### src/rtl/rr_pkg.sv
package rr_pkg;
  localparam int RR_NCH = 2;

  typedef enum logic [1:0] {
    ST_IDLE = 2'd0,
    ST_RUN1 = 2'd1,
    ST_RUN2 = 2'd2,
    ST_HOLD = 2'd3
  } rr_state_e;
endpackage

### src/rtl/rr_divider.sv
module rr_divider #(
  parameter int W = 32
) (
  input  logic         clk,
  input  logic         rst_n,
  input  logic         start,
  input  logic [W-1:0] dividend,
  input  logic [W-1:0] divisor,
  output logic [W-1:0] quotient,
  output logic         done
);
  localparam int CW = $clog2(W + 1);

  logic [W-1:0]  rem_q, quo_q, dvs_q;
  logic [CW-1:0] cnt_q;
  logic          busy_q, done_q;
  logic [W:0]    trial;

  assign trial    = {rem_q, quo_q[W-1]} - {1'b0, dvs_q};
  assign quotient = quo_q;
  assign done     = done_q;

  always_ff @(posedge clk) begin
    if (!rst_n) begin
      rem_q  <= '0;
      quo_q  <= '0;
      dvs_q  <= '0;
      cnt_q  <= '0;
      busy_q <= 1'b0;
      done_q <= 1'b0;
    end else begin
      done_q <= 1'b0;
      if (start) begin
        rem_q  <= '0;
        quo_q  <= dividend;
        dvs_q  <= divisor;
        cnt_q  <= CW'(W);
        busy_q <= 1'b1;
      end else if (busy_q) begin
        if (!trial[W]) begin
          rem_q <= trial[W-1:0];
          quo_q <= {quo_q[W-2:0], 1'b1};
        end else begin
          rem_q <= {rem_q[W-2:0], quo_q[W-1]};
          quo_q <= {quo_q[W-2:0], 1'b0};
        end
        cnt_q <= cnt_q - 1'b1;
        if (cnt_q == CW'(1)) begin
          busy_q <= 1'b0;
          done_q <= 1'b1;
        end
      end
    end
  end

  AST_REM_BELOW_DIVISOR: assert property (@(posedge clk) disable iff (!rst_n)
    (done_q && dvs_q != '0) |-> (rem_q < dvs_q));
endmodule

### src/rtl/rr_chan_slot.sv
module rr_chan_slot #(
  parameter int W     = 32,
  parameter int SCALE = 1000
) (
  input  logic         clk,
  input  logic         rst_n,
  input  logic         cal_hit,
  input  logic [W-1:0] cal_count,
  input  logic [W-1:0] cal_freq,
  input  logic         wr_hit,
  input  logic [W-1:0] wr_val,
  output logic [W-1:0] scaled_ref,
  output logic [W-1:0] ref_freq,
  output logic [W-1:0] refresh
);
  localparam logic [W-1:0] SCALE_W = W'(SCALE);

  logic [W-1:0] scaled_in;
  assign scaled_in = cal_count * SCALE_W;

  always_ff @(posedge clk) begin
    if (!rst_n) begin
      scaled_ref <= '0;
      ref_freq   <= '0;
      refresh    <= '0;
    end else if (cal_hit) begin
      scaled_ref <= scaled_in;
      ref_freq   <= cal_freq;
      refresh    <= cal_count;
    end else if (wr_hit) begin
      refresh    <= wr_val;
    end
  end

  AST_CAL_WINS: assert property (@(posedge clk) disable iff (!rst_n)
    cal_hit |=> (refresh == $past(cal_count)));
endmodule

### src/rtl/rr_seq.sv
module rr_seq
  import rr_pkg::*;
#(
  parameter int W   = 32,
  parameter int CHW = 2,
  parameter int NCH = 2
) (
  input  logic             clk,
  input  logic             rst_n,
  input  logic             req_valid,
  output logic             req_ready,
  input  logic [CHW-1:0]   req_chan,
  input  logic [W-1:0]     req_khz,
  input  logic [NCH*W-1:0] st_ref,
  input  logic [NCH*W-1:0] st_freq,
  output logic             div_start,
  output logic [W-1:0]     div_dividend,
  output logic [W-1:0]     div_divisor,
  input  logic             div_done,
  input  logic [W-1:0]     div_quo,
  output logic             wr_en,
  output logic [CHW-1:0]   wr_chan,
  output logic [W-1:0]     wr_val,
  output logic             done,
  output logic             err
);
  rr_state_e    state_q;
  logic [CHW-1:0] chan_q;
  logic [W-1:0] khz_q, ref_q, freq_q, ratio_q;
  logic         start_q, done_q, err_q;
  logic [W-1:0] sel_ref, sel_freq;
  logic         bad_chan;

  assign bad_chan = (req_chan >= CHW'(NCH));

  always_comb begin
    sel_ref  = '0;
    sel_freq = '0;
    for (int i = 0; i < NCH; i++) begin
      if (req_chan == CHW'(i)) begin
        sel_ref  = st_ref[i*W +: W];
        sel_freq = st_freq[i*W +: W];
      end
    end
  end

  assign req_ready    = (state_q == ST_IDLE);
  assign div_start    = start_q;
  assign div_dividend = (state_q == ST_RUN2) ? ref_q : freq_q;
  assign div_divisor  = (state_q == ST_RUN2) ? ratio_q : khz_q;
  assign wr_en        = (state_q == ST_RUN2) && div_done;
  assign wr_chan      = chan_q;
  assign wr_val       = div_quo;
  assign done         = done_q;
  assign err          = err_q;

  always_ff @(posedge clk) begin
    if (!rst_n) begin
      state_q <= ST_IDLE;
      chan_q  <= '0;
      khz_q   <= '0;
      ref_q   <= '0;
      freq_q  <= '0;
      ratio_q <= '0;
      start_q <= 1'b0;
      done_q  <= 1'b0;
      err_q   <= 1'b0;
    end else begin
      start_q <= 1'b0;
      done_q  <= 1'b0;
      err_q   <= 1'b0;
      case (state_q)
        ST_IDLE: if (req_valid) begin
          if (bad_chan || req_khz == '0) begin
            done_q  <= 1'b1;
            err_q   <= 1'b1;
            state_q <= ST_HOLD;
          end else begin
            chan_q  <= req_chan;
            khz_q   <= req_khz;
            ref_q   <= sel_ref;
            freq_q  <= sel_freq;
            start_q <= 1'b1;
            state_q <= ST_RUN1;
          end
        end
        ST_RUN1: if (div_done) begin
          if (div_quo == '0) begin
            done_q  <= 1'b1;
            err_q   <= 1'b1;
            state_q <= ST_HOLD;
          end else begin
            ratio_q <= div_quo;
            start_q <= 1'b1;
            state_q <= ST_RUN2;
          end
        end
        ST_RUN2: if (div_done) begin
          done_q  <= 1'b1;
          state_q <= ST_HOLD;
        end
        default: state_q <= ST_IDLE;
      endcase
    end
  end

  AST_READY_DROPS: assert property (@(posedge clk) disable iff (!rst_n)
    (req_valid && req_ready) |=> !req_ready);
  AST_DONE_PULSE: assert property (@(posedge clk) disable iff (!rst_n)
    done |=> !done);
  AST_ERR_NEEDS_DONE: assert property (@(posedge clk) disable iff (!rst_n)
    err |-> done);
  AST_NO_ZERO_RATIO_WRITE: assert property (@(posedge clk) disable iff (!rst_n)
    wr_en |-> (ratio_q != '0));
endmodule

### src/rtl/refresh_rescaler.sv
module refresh_rescaler
  import rr_pkg::*;
#(
  parameter int W     = 32,
  parameter int CHW   = 2,
  parameter int SCALE = 1000
) (
  input  logic           clk,
  input  logic           rst_n,
  input  logic           cal_en,
  input  logic [CHW-1:0] cal_chan,
  input  logic [W-1:0]   cal_count,
  input  logic [W-1:0]   cal_freq_hz,
  input  logic           req_valid,
  output logic           req_ready,
  input  logic [CHW-1:0] req_chan,
  input  logic [W-1:0]   req_khz,
  output logic           done,
  output logic           err,
  output logic [W-1:0]   refresh0,
  output logic [W-1:0]   refresh1
);
  localparam int NCH = RR_NCH;

  logic [NCH*W-1:0] st_ref, st_freq;
  logic [W-1:0]     refresh_arr [NCH];
  logic             div_start, div_done, wr_en;
  logic [W-1:0]     div_dividend, div_divisor, div_quo, wr_val;
  logic [CHW-1:0]   wr_chan;

  for (genvar g = 0; g < NCH; g++) begin : g_slot
    rr_chan_slot #(.W(W), .SCALE(SCALE)) u_slot (
      .clk        (clk),
      .rst_n      (rst_n),
      .cal_hit    (cal_en && cal_chan == CHW'(g)),
      .cal_count  (cal_count),
      .cal_freq   (cal_freq_hz),
      .wr_hit     (wr_en && wr_chan == CHW'(g)),
      .wr_val     (wr_val),
      .scaled_ref (st_ref[g*W +: W]),
      .ref_freq   (st_freq[g*W +: W]),
      .refresh    (refresh_arr[g])
    );
  end

  assign refresh0 = refresh_arr[0];
  assign refresh1 = refresh_arr[1];

  rr_seq #(.W(W), .CHW(CHW), .NCH(NCH)) u_seq (
    .clk          (clk),
    .rst_n        (rst_n),
    .req_valid    (req_valid),
    .req_ready    (req_ready),
    .req_chan     (req_chan),
    .req_khz      (req_khz),
    .st_ref       (st_ref),
    .st_freq      (st_freq),
    .div_start    (div_start),
    .div_dividend (div_dividend),
    .div_divisor  (div_divisor),
    .div_done     (div_done),
    .div_quo      (div_quo),
    .wr_en        (wr_en),
    .wr_chan      (wr_chan),
    .wr_val       (wr_val),
    .done         (done),
    .err          (err)
  );

  rr_divider #(.W(W)) u_div (
    .clk      (clk),
    .rst_n    (rst_n),
    .start    (div_start),
    .dividend (div_dividend),
    .divisor  (div_divisor),
    .quotient (div_quo),
    .done     (div_done)
  );

  AST_ERR_KEEPS_REGS: assert property (@(posedge clk) disable iff (!rst_n)
    (err && !$past(cal_en)) |-> ($stable(refresh0) && $stable(refresh1)));
endmodule

### config.mk
export PLATFORM = sky130hd
export DESIGN_NAME = refresh_rescaler
export DESIGN_NICKNAME = d
export VERILOG_FILES = /design/src/rtl/rr_pkg.sv /design/src/rtl/rr_divider.sv /design/src/rtl/rr_chan_slot.sv /design/src/rtl/rr_seq.sv /design/src/rtl/refresh_rescaler.sv
export SDC_FILE = /design/constraint.sdc
export NUM_CORES = 1
export LEC_CHECK = 0
export BUFFER_PORTS_ARGS = -buffer_cell sky130_fd_sc_hd__buf_2
export CORE_ASPECT_RATIO = 2
export CORE_MARGIN = 2
export CORE_UTILIZATION = 25
export CTS_CLUSTER_DIAMETER = 40
export DETAILED_ROUTE_END_ITERATION = 7
export PLACE_DENSITY_LB_ADDON = 0.05
export SLEW_MARGIN = 20
export SYNTH_ARGS = -nofsm -noshare
export SYNTH_HDL_FRONTEND = slang
export SYNTH_HIERARCHICAL = 1
export SYNTH_SLANG_ARGS = --single-unit
### constraint.sdc
create_clock -name clk -period 6.25 [get_ports clk]
set_input_delay 0.625 -clock clk [delete_from_list [all_inputs] [get_ports clk]]
set_output_delay 0.625 -clock clk [all_outputs]
set_load 0.02 [all_outputs]
# Word level (Yosys, flattened, before mapping)
# Cells that the tools add are included.
[classes]
addsub = 2
multipliers = 1
magnitude_cmp = 1
n_eq_ne = 9
mux = 38
bitwise = 4
reduce_logical = 20
[ops]
columns = ["operator", "n"]
rows = [
  ["$mux 32", 13],
  ["$logic_not 32->1", 2],
  ["$sub 33x32->33", 1],
  ["$mul 32x7->29 const B", 1],
  ["$mux 1", 15],
  ["$mux 6", 2],
  ["$reduce_and 3->1", 3],
  ["$eq 2x1->1 const B", 4],
  ["$logic_not 2->1", 4],
  ["$mux 2", 4],
  ["$eq 6x1->1 const B", 1],
  ["$pmux 2 s3", 1],
  ["$reduce_bool 2->1", 3],
  ["$sub 6x1->6 const B", 1],
  ["$logic_and 1x1->1", 5],
  ["$ne 2x1->1 const B", 2],
  ["$not 1->1", 4],
  ["$pmux 1 s2", 2],
  ["$pmux 1 s3", 1],
  ["$reduce_or 3->1", 1],
  ["$eq 2x2->1 const B", 1],
  ["$ge 2x2->1 const B", 1],
  ["$ne 2x2->1 const B", 1],
  ["$reduce_or 2->1", 1],
  ["$logic_or 1x1->1", 1],
]
[word_totals]
register_bits = 425
inputBits = 104
out_inout_bits = 67

# Logic depth before layout (Yosys ltp)
# Gate-level depths: netlist (run 1).
[depth]
word_depth = 5
depth_mapped = 16
depth_no_buf = 16

# Cells and area by module
# The synthesis (run 1) kept the hierarchy.
[modules_own_cells]
columns = ["mod", "instances", "cells_per_inst", "area_per_inst_um2"]
rows = [
  ["rr_chan_slot (g_slot[1].u_slot)", 1, 829, 7863.8],
  ["rr_chan_slot (g_slot[0].u_slot)", 1, 821, 7722.4],
  ["rr_seq", 1, 745, 6805.3],
  ["rr_divider", 1, 757, 6206.0],
  ["refresh_rescaler", 1, 4, 42.5],
]

# Worst setup path after synthesis (run 1)
# OpenSTA, ideal clock, no wires.
[synth_timing]
path_kind = "input to register"
start = "in cal_count[6]"
end = "reg g_slot[1].u_slot.scaled_ref[23]"
setup_ns = 0.117
t_arrival_ns = 4.539
required_ns = 6.133
slack_ns = 1.594
path_stages = 13
path_buffers = 0
path_cell_list = "inv_1 -> fa_1 -> fa_1 -> fa_1 -> inv_1 -> fa_1 -> ha_1 -> a2111oi_2 -> a211oi_2 -> a31oi_1 -> nor2b_1 -> o311a_1 -> a32o_1"
[synth_between]
elab_chain_cells = 1
[synth_rtl]
columns = ["element", "line", "rtl"]
rows = [
  ["from (decl)", "refresh_rescaler.sv:12", "input logic [W-1:0] cal_count,"],
  ["$mul 32x7->29", "rr_chan_slot.sv:19", "assign scaled_in = cal_count * SCALE_W;"],
  ["to (signal assigned)", "rr_chan_slot.sv:27", "scaled_ref <= scaled_in;"],
  ["to (decl)", "rr_chan_slot.sv:12", "output logic [W-1:0] scaled_ref,"],
]
# No other way between the ends.
# A chain may end at the register's enable or synchronous reset.

# Worst setup path after layout (run 1)
[layout_timing]
start = "in cal_count[17]"
end = "reg g_slot[0].u_slot.scaled_ref[30]"
[layout_between]
elab_chain_cells = 1
[layout_rtl]
columns = ["element", "line"]
rows = [
  ["$mul 32x7->29", "rr_chan_slot.sv:19"],
  ["to (signal assigned)", "rr_chan_slot.sv:27"],
  ["to (decl)", "rr_chan_slot.sv:12"],
]
# No other way between the ends.

==> impl_metrics.yaml, run 1 <==
sta:
  grt_setup_unrepaired: "false"
  setup_viol_count_final: 0
  slew_violations: 0
  finalCriticalPeriod_ps: 5090
  hold_viol: 0
  setup_tns_ps: 0
  min_period_over_period: 0.815
  fmaxAchievable_ghz: 0.196
  final.setup_skew_ps: 24.7
  worst_slew_pin_slew_ps: 1080
  slew_headroom: 0.278
setup_path:
  ff2ff_path_depth: 11
  cp_max_fo: 11
  cp_data_required_time_ps: 6840
  regToRegSetupSlack_ps: 2320
  path_class: "in2reg"
  critPathArrivalTime_ps: 5680
  critPathLaunchType: "input pin"
  crit_path_end_kind: "flop"
place:
  post_dp_cell_area_um2: 30600
  io_buffer_count: 170
  hpwl_um: 76300
  gp_congestion: 0.819
route:
  via_per_inst: 4.63
  first_iter_violations: 950
  vias: 22100
  wirelength_um: 102000
  ant_nets: 0
  first_pass_iters: 7
  post_drt_wl_per_cell_um: 21.4
  drc: 0
floorplan:
  num_rows: 175
  die_area_um2: 117000
  die_w_um: 243
  initial_core_util: 0.252
  io_pins: 171
  die_y_um: 483
  fp.coreArea_um2: 114000
logic_synthesis:
  ys_seq_elements: 425
  synth_ff_type: "dfxtp_1"
  synthArstFlopShare: 0
  syn-cell-area_um2: 28600
  synth-seq-area-share: 0.297
  synth_top_area_share: 0.297
  syn_area_per_cell_um2: 9.07
  yosys.area.top_type: "dfxtp_1"
  synth_edf_count: 0
  synth.distinct_cells: 94
  ys_warn_count: 6
  synth_most_common_cell: "dfxtp_1"
  synth_common_cells: "dfxtp_1 (425), inv_1 (342), mux2i_1 (286)"
  synth.area.top_cells: "dfxtp_1 (30%), fa_1 (13%), mux2i_1 (10%)"
  synthCells: 3156
cts:
  cts.sinks: 425
  cts.repair.resized: 0
  cts_buffer_depth: 3
  clk_latency_ps: 660
  numCtsBuffers: 74
  htreeDepth: 3
  cts.clk_slew.worst_paths_ps: 50
  holdBufCountCts: 0
  post_cts_buffers: 0
  cts_tree: "done"
  cts_root_buffer: "clkbuf_16"
grt:
  grt_start_max_net_pins: 217
  grt_pass1_vias: 24000
  gr-max-usage-layer: "met2"
  use_met3: 0.0249
  met2_usage: 0.340
  grt_pass1_wl_um: 153000
  grt_use_total: 0.174
  use_met1: 0.188
  antenna_found_initial: 4
  grt_overflow_total: 0
layout:
  drive_above_1_share: 0.132
  biggestRegsByFlops: "g_slot.u_slot/ref_freq: 64 flops, g_slot.u_slot/refresh: 64 flops, g_slot.u_slot/scaled_ref: 58 flops"
  num-fill-cells: 12000
  syn_to_final_growth_pct: 16.1
  final_area_um2: 33200
  multi_input_area_um2: 17900
  seq_area_um2: 8520
  final_nets: 3654
worst_hold_path:
  hold_class: "in2reg"
  whs_path_depth: 3
job:
  max_cap_viol_count: 0
pwr:
  powerDensity_nw_per_um2: 428
  peakVddDrop_v: 0.000309
  power.leakage_nw: 13.6
run_status:
  status: "complete, no violations"
==> layer usage <==
metal  share of wire  up-vias  wire length [um]
met2            0.55      381             55800
met4           0.030        4              3060
met1            0.39    10800             39800
li1                -    10800                 -
met5         0.00020        -                20
met3           0.033      141              3420
==> critical path: stages <==
cell and delay, ps:
buf_2 350, inv_1 180, fa_1 520, fa_1 540, inv_1 50, fa_1 530, inv_1 80, fa_1 510
inv_1 40, ha_1 400, nand3_1 200, nor2_1 60, a221oi_1 780, nand3_1 180, or4b_1 520, nand3_1 90
==> cell usage in the layout (no fill, tap or decap), types with 124 or more instances in the layout <==
cell type / n
nand2_1: 247
fa_1: 183
nor2_1: 124
o21ai_0: 167
ha_1: 149
dfxtp_1: 423
buf_2: 168
mux2i_1: 286
inv_1: 341
nand3_1: 129
==> kinds of logic (layout without fill, tap and decap cells) <==
kind of cell	Yosys count	after routing	share of synthesized area
xor gates and xnor gates	74	74	0.0226
AOI/OAI and AO/OA	595	595	0.136
buffers and inverters	558	673	0.0818
other	2	8	0.000262
muxes	352	352	0.126
DFF	425	425	0.297
adders and majority gates	333	333	0.193
and+or+nand+nor	817	817	0.143
==> cell type report <==
| type | count | area share |
|---|---|---|
| Timing Repair Buffer | 197 | 0.0332 |
| Inverter | 342 | 0.0387 |
| Multi-Input combinational cell | 2177 | 0.537 |
| Sequential cell | 425 | 0.256 |
| Clock inverter | 44 | 0.0186 |
| Tap cell | 1504 | 0.0566 |
| Clock buffer | 90 | 0.0597 |
| Antenna cell | 2 | 0.000151 |
==> final timing paths <==
check | startpoint | endpoint
worst max-delay path | cal_count[17] | g_slot[0].u_slot/scaled_ref[30]
worst min-delay path | cal_freq_hz[30] | g_slot[0].u_slot/ref_freq[30]
worst max register to register | u_div/quotient[31] | u_div/rem_q[31]
worst min register to register | u_seq/ratio_q[24] | u_seq/ratio_q[24]
==> per-stage QoR <==
step	power, mW	std cells	utilization	hold WS, ps	setup WS (ps)
finish	14.2	4781	0.293	219	1160
global route	15.3	4779	0.292	203	979
CTS	14.5	4779	0.292	162	1260
detailed placement	10.0	4645	0.270	447	514
global placement	10.0	4645	0.270	444	535
floorplan	8.06	3160	-	425	1590
==> power breakdown <==
group	leakage [nW]	internal [mW]	total [mW]	switching, mW
clock network	1.25	2.75	4.34	1.59
logic	8.86	2.61	6.80	4.19
registers	3.45	2.91	3.08	0.167
total	13.6	8.27	14.2	5.95
(Power assumes the default switching activity.)
==> run 2, diff against run 1 <==
==> constraint.sdc (replaced) <==
create_clock -name clk -period 5 [get_ports clk]
set_input_delay 0.5 -clock clk [delete_from_list [all_inputs] [get_ports clk]]
set_output_delay 0.5 -clock clk [all_outputs]
set_load 0.02 [all_outputs]
==> impl_metrics.yaml, run 2 (synthesized netlist as in run 1, its figures left out) <==
run_status:
  status: "complete, no violations"
cts:
  cts_root_buffer: "clkbuf_16"
  numCtsBuffers: 76
  clk_latency_ps: 660
  htreeDepth: 3
  cts_tree: "done"
  cts.repair.resized: 0
  cts_buffer_depth: 3
  cts.sinks: 425
  post_cts_buffers: 0
  cts.clk_slew.worst_paths_ps: 60
  holdBufCountCts: 0
setup_path:
  critPathLaunchType: "input pin"
  path_class: "in2reg"
  critPathArrivalTime_ps: 5050
  cp_max_fo: 5
  cp_data_required_time_ps: 5580
  crit_path_end_kind: "flop"
grt:
  grt_use_total: 0.176
  grt_pass1_vias: 24500
  antenna_found_initial: 2
  grt_pass1_wl_um: 155000
  grt_overflow_total: 0
  grt_start_max_net_pins: 115
sta:
  slew_headroom: 0.323
  final.setup_skew_ps: 34.1
  slew_violations: 0
  setup_viol_count_final: 0
  hold_viol: 0
  min_period_over_period: 0.894
  fmaxAchievable_ghz: 0.224
  grt_setup_unrepaired: "false"
  finalCriticalPeriod_ps: 4470
  setup_tns_ps: 0
  worst_slew_pin_slew_ps: 1020
layout:
  final_area_um2: 34100
  final_nets: 3773
  num-fill-cells: 12000
  mostFrequentLayoutCells: "dfxtp_1 (423), inv_1 (341), mux2i_1 (286), nand2_1 (247), fa_1 (183)"
  biggestRegsByFlops: "g_slot.u_slot/ref_freq: 64 flops, g_slot.u_slot/refresh: 64 flops, g_slot.u_slot/scaled_ref: 58 flops"
  final_common_cell: "dfxtp_1"
  multi_input_area_um2: 17900
  syn_to_final_growth_pct: 19.2
  drive_above_1_share: 0.164
  seq_area_um2: 8520
pwr:
  power.leakage_nw: 14.1
  p_comb_frac: 0.501
  p_clk_frac: 0.293
  peakVddDrop_v: 0.000373
  p_sw_frac: 0.412
  internal_power_mw: 10.9
  powerDensity_nw_per_um2: 544
  p_sw_mw: 7.66
  power_frac_seq: 0.207
route:
  first_pass_iters: 7
  ant_nets: 0
  first_iter_violations: 904
  post_drt_wl_per_cell_um: 21.0
  drc: 0
  vias: 22500
  wirelength_um: 103000
  via_per_inst: 4.60
place:
  gp_congestion: 0.855
  hpwl_um: 78100
  io_buffer_count: 170
  post_dp_cell_area_um2: 31500
floorplan:
  fp.coreArea_um2: 114000
  die_w_um: 243
  num_rows: 175
  initial_core_util: 0.252
  io_pins: 171
  die_y_um: 483
  die_area_um2: 117000
job:
  max_cap_viol_count: 0
worst_hold_path:
  hold_class: "in2reg"
==> run 2: cell count changes in the layout (fill, tap and decap cells not counted), sizes merged <==
cell / change
clkinv: +3
inv: +6
bufinv: -4
diode: -1
buf: +117
==> run 2: area by class of cell <==
cell class | count | area share
diodes | 1 | 0.0000733
clock buffers | 90 | 0.0600
clock inverters | 49 | 0.0169
inverters | 342 | 0.0376
multi-input cells | 2177 | 0.523
flip-flops and latches | 425 | 0.250
well taps | 1504 | 0.0551
repair buffers | 314 | 0.0577
==> run 2: per-stage QoR <==
stage                     utilization  hold WS (ps)  setup slack [ps]  cells  total power [mW]
final                           0.300          94.4               531   4902              18.6
after global routing            0.300          70.1               281   4901              20.0
after CTS                       0.300          14.9               546   4901              19.0
after detailed placement        0.277           447              -165   4762              13.4
after global placement          0.277           441              -141   4762              13.4
after floorplan                     -           425               469   3160              10.1
==> run 2: worst max-delay path, stage by stage <==
cell and delay [ps]:
buf_2 160, inv_1 120, fa_1 570, fa_1 440
fa_1 510, inv_1 50, fa_1 450, ha_1 350
a2111o_1 440, a211oi_2 360, buf_4 210, or3_4 130
a21oi_2 120, or4b_1 530, nand3_1 90
==> run 2: power by group through the flow <==
stage | Combinational, mW | Sequential [mW] | Clock (mW)
final | 9.30 | 3.85 | 5.44
after global routing | 10.4 | 3.88 | 5.77
after CTS | 9.50 | 3.85 | 5.65
after detailed placement | 9.45 | 3.92 | 0
after global placement | 9.46 | 3.92 | 0
after floorplan | 6.24 | 3.83 | 0
==> run 2: final timing paths <==
| kind | startpoint | end | slack (ps) | depth (start not counted) |
|---|---|---|---|---|
| max reg2reg | u_div/quotient[31] | u_div/rem_q[8] | 1270 | 11 |
| max | cal_count[2] | g_slot[0].u_slot/scaled_ref[30] | 530 | 15 |
| min | cal_freq_hz[31] | g_slot[0].u_slot/ref_freq[31] | 90 | 3 |
| min reg2reg | u_seq/ratio_q[17] | u_seq/ratio_q[17] | 460 | 2 |
==> run 2: routing by layer <==
| layer | vias to the layer above | GRT usage | routed length, um |
|---|---|---|---|
| met5 | - | 0 | 13 |
| met4 | 2 | 0.0552 | 2840 |
| met2 | 363 | 0.347 | 57100 |
| met3 | 126 | 0.0249 | 2870 |
| li1 | 11100 | - | - |
| met1 | 11000 | 0.189 | 40300 |
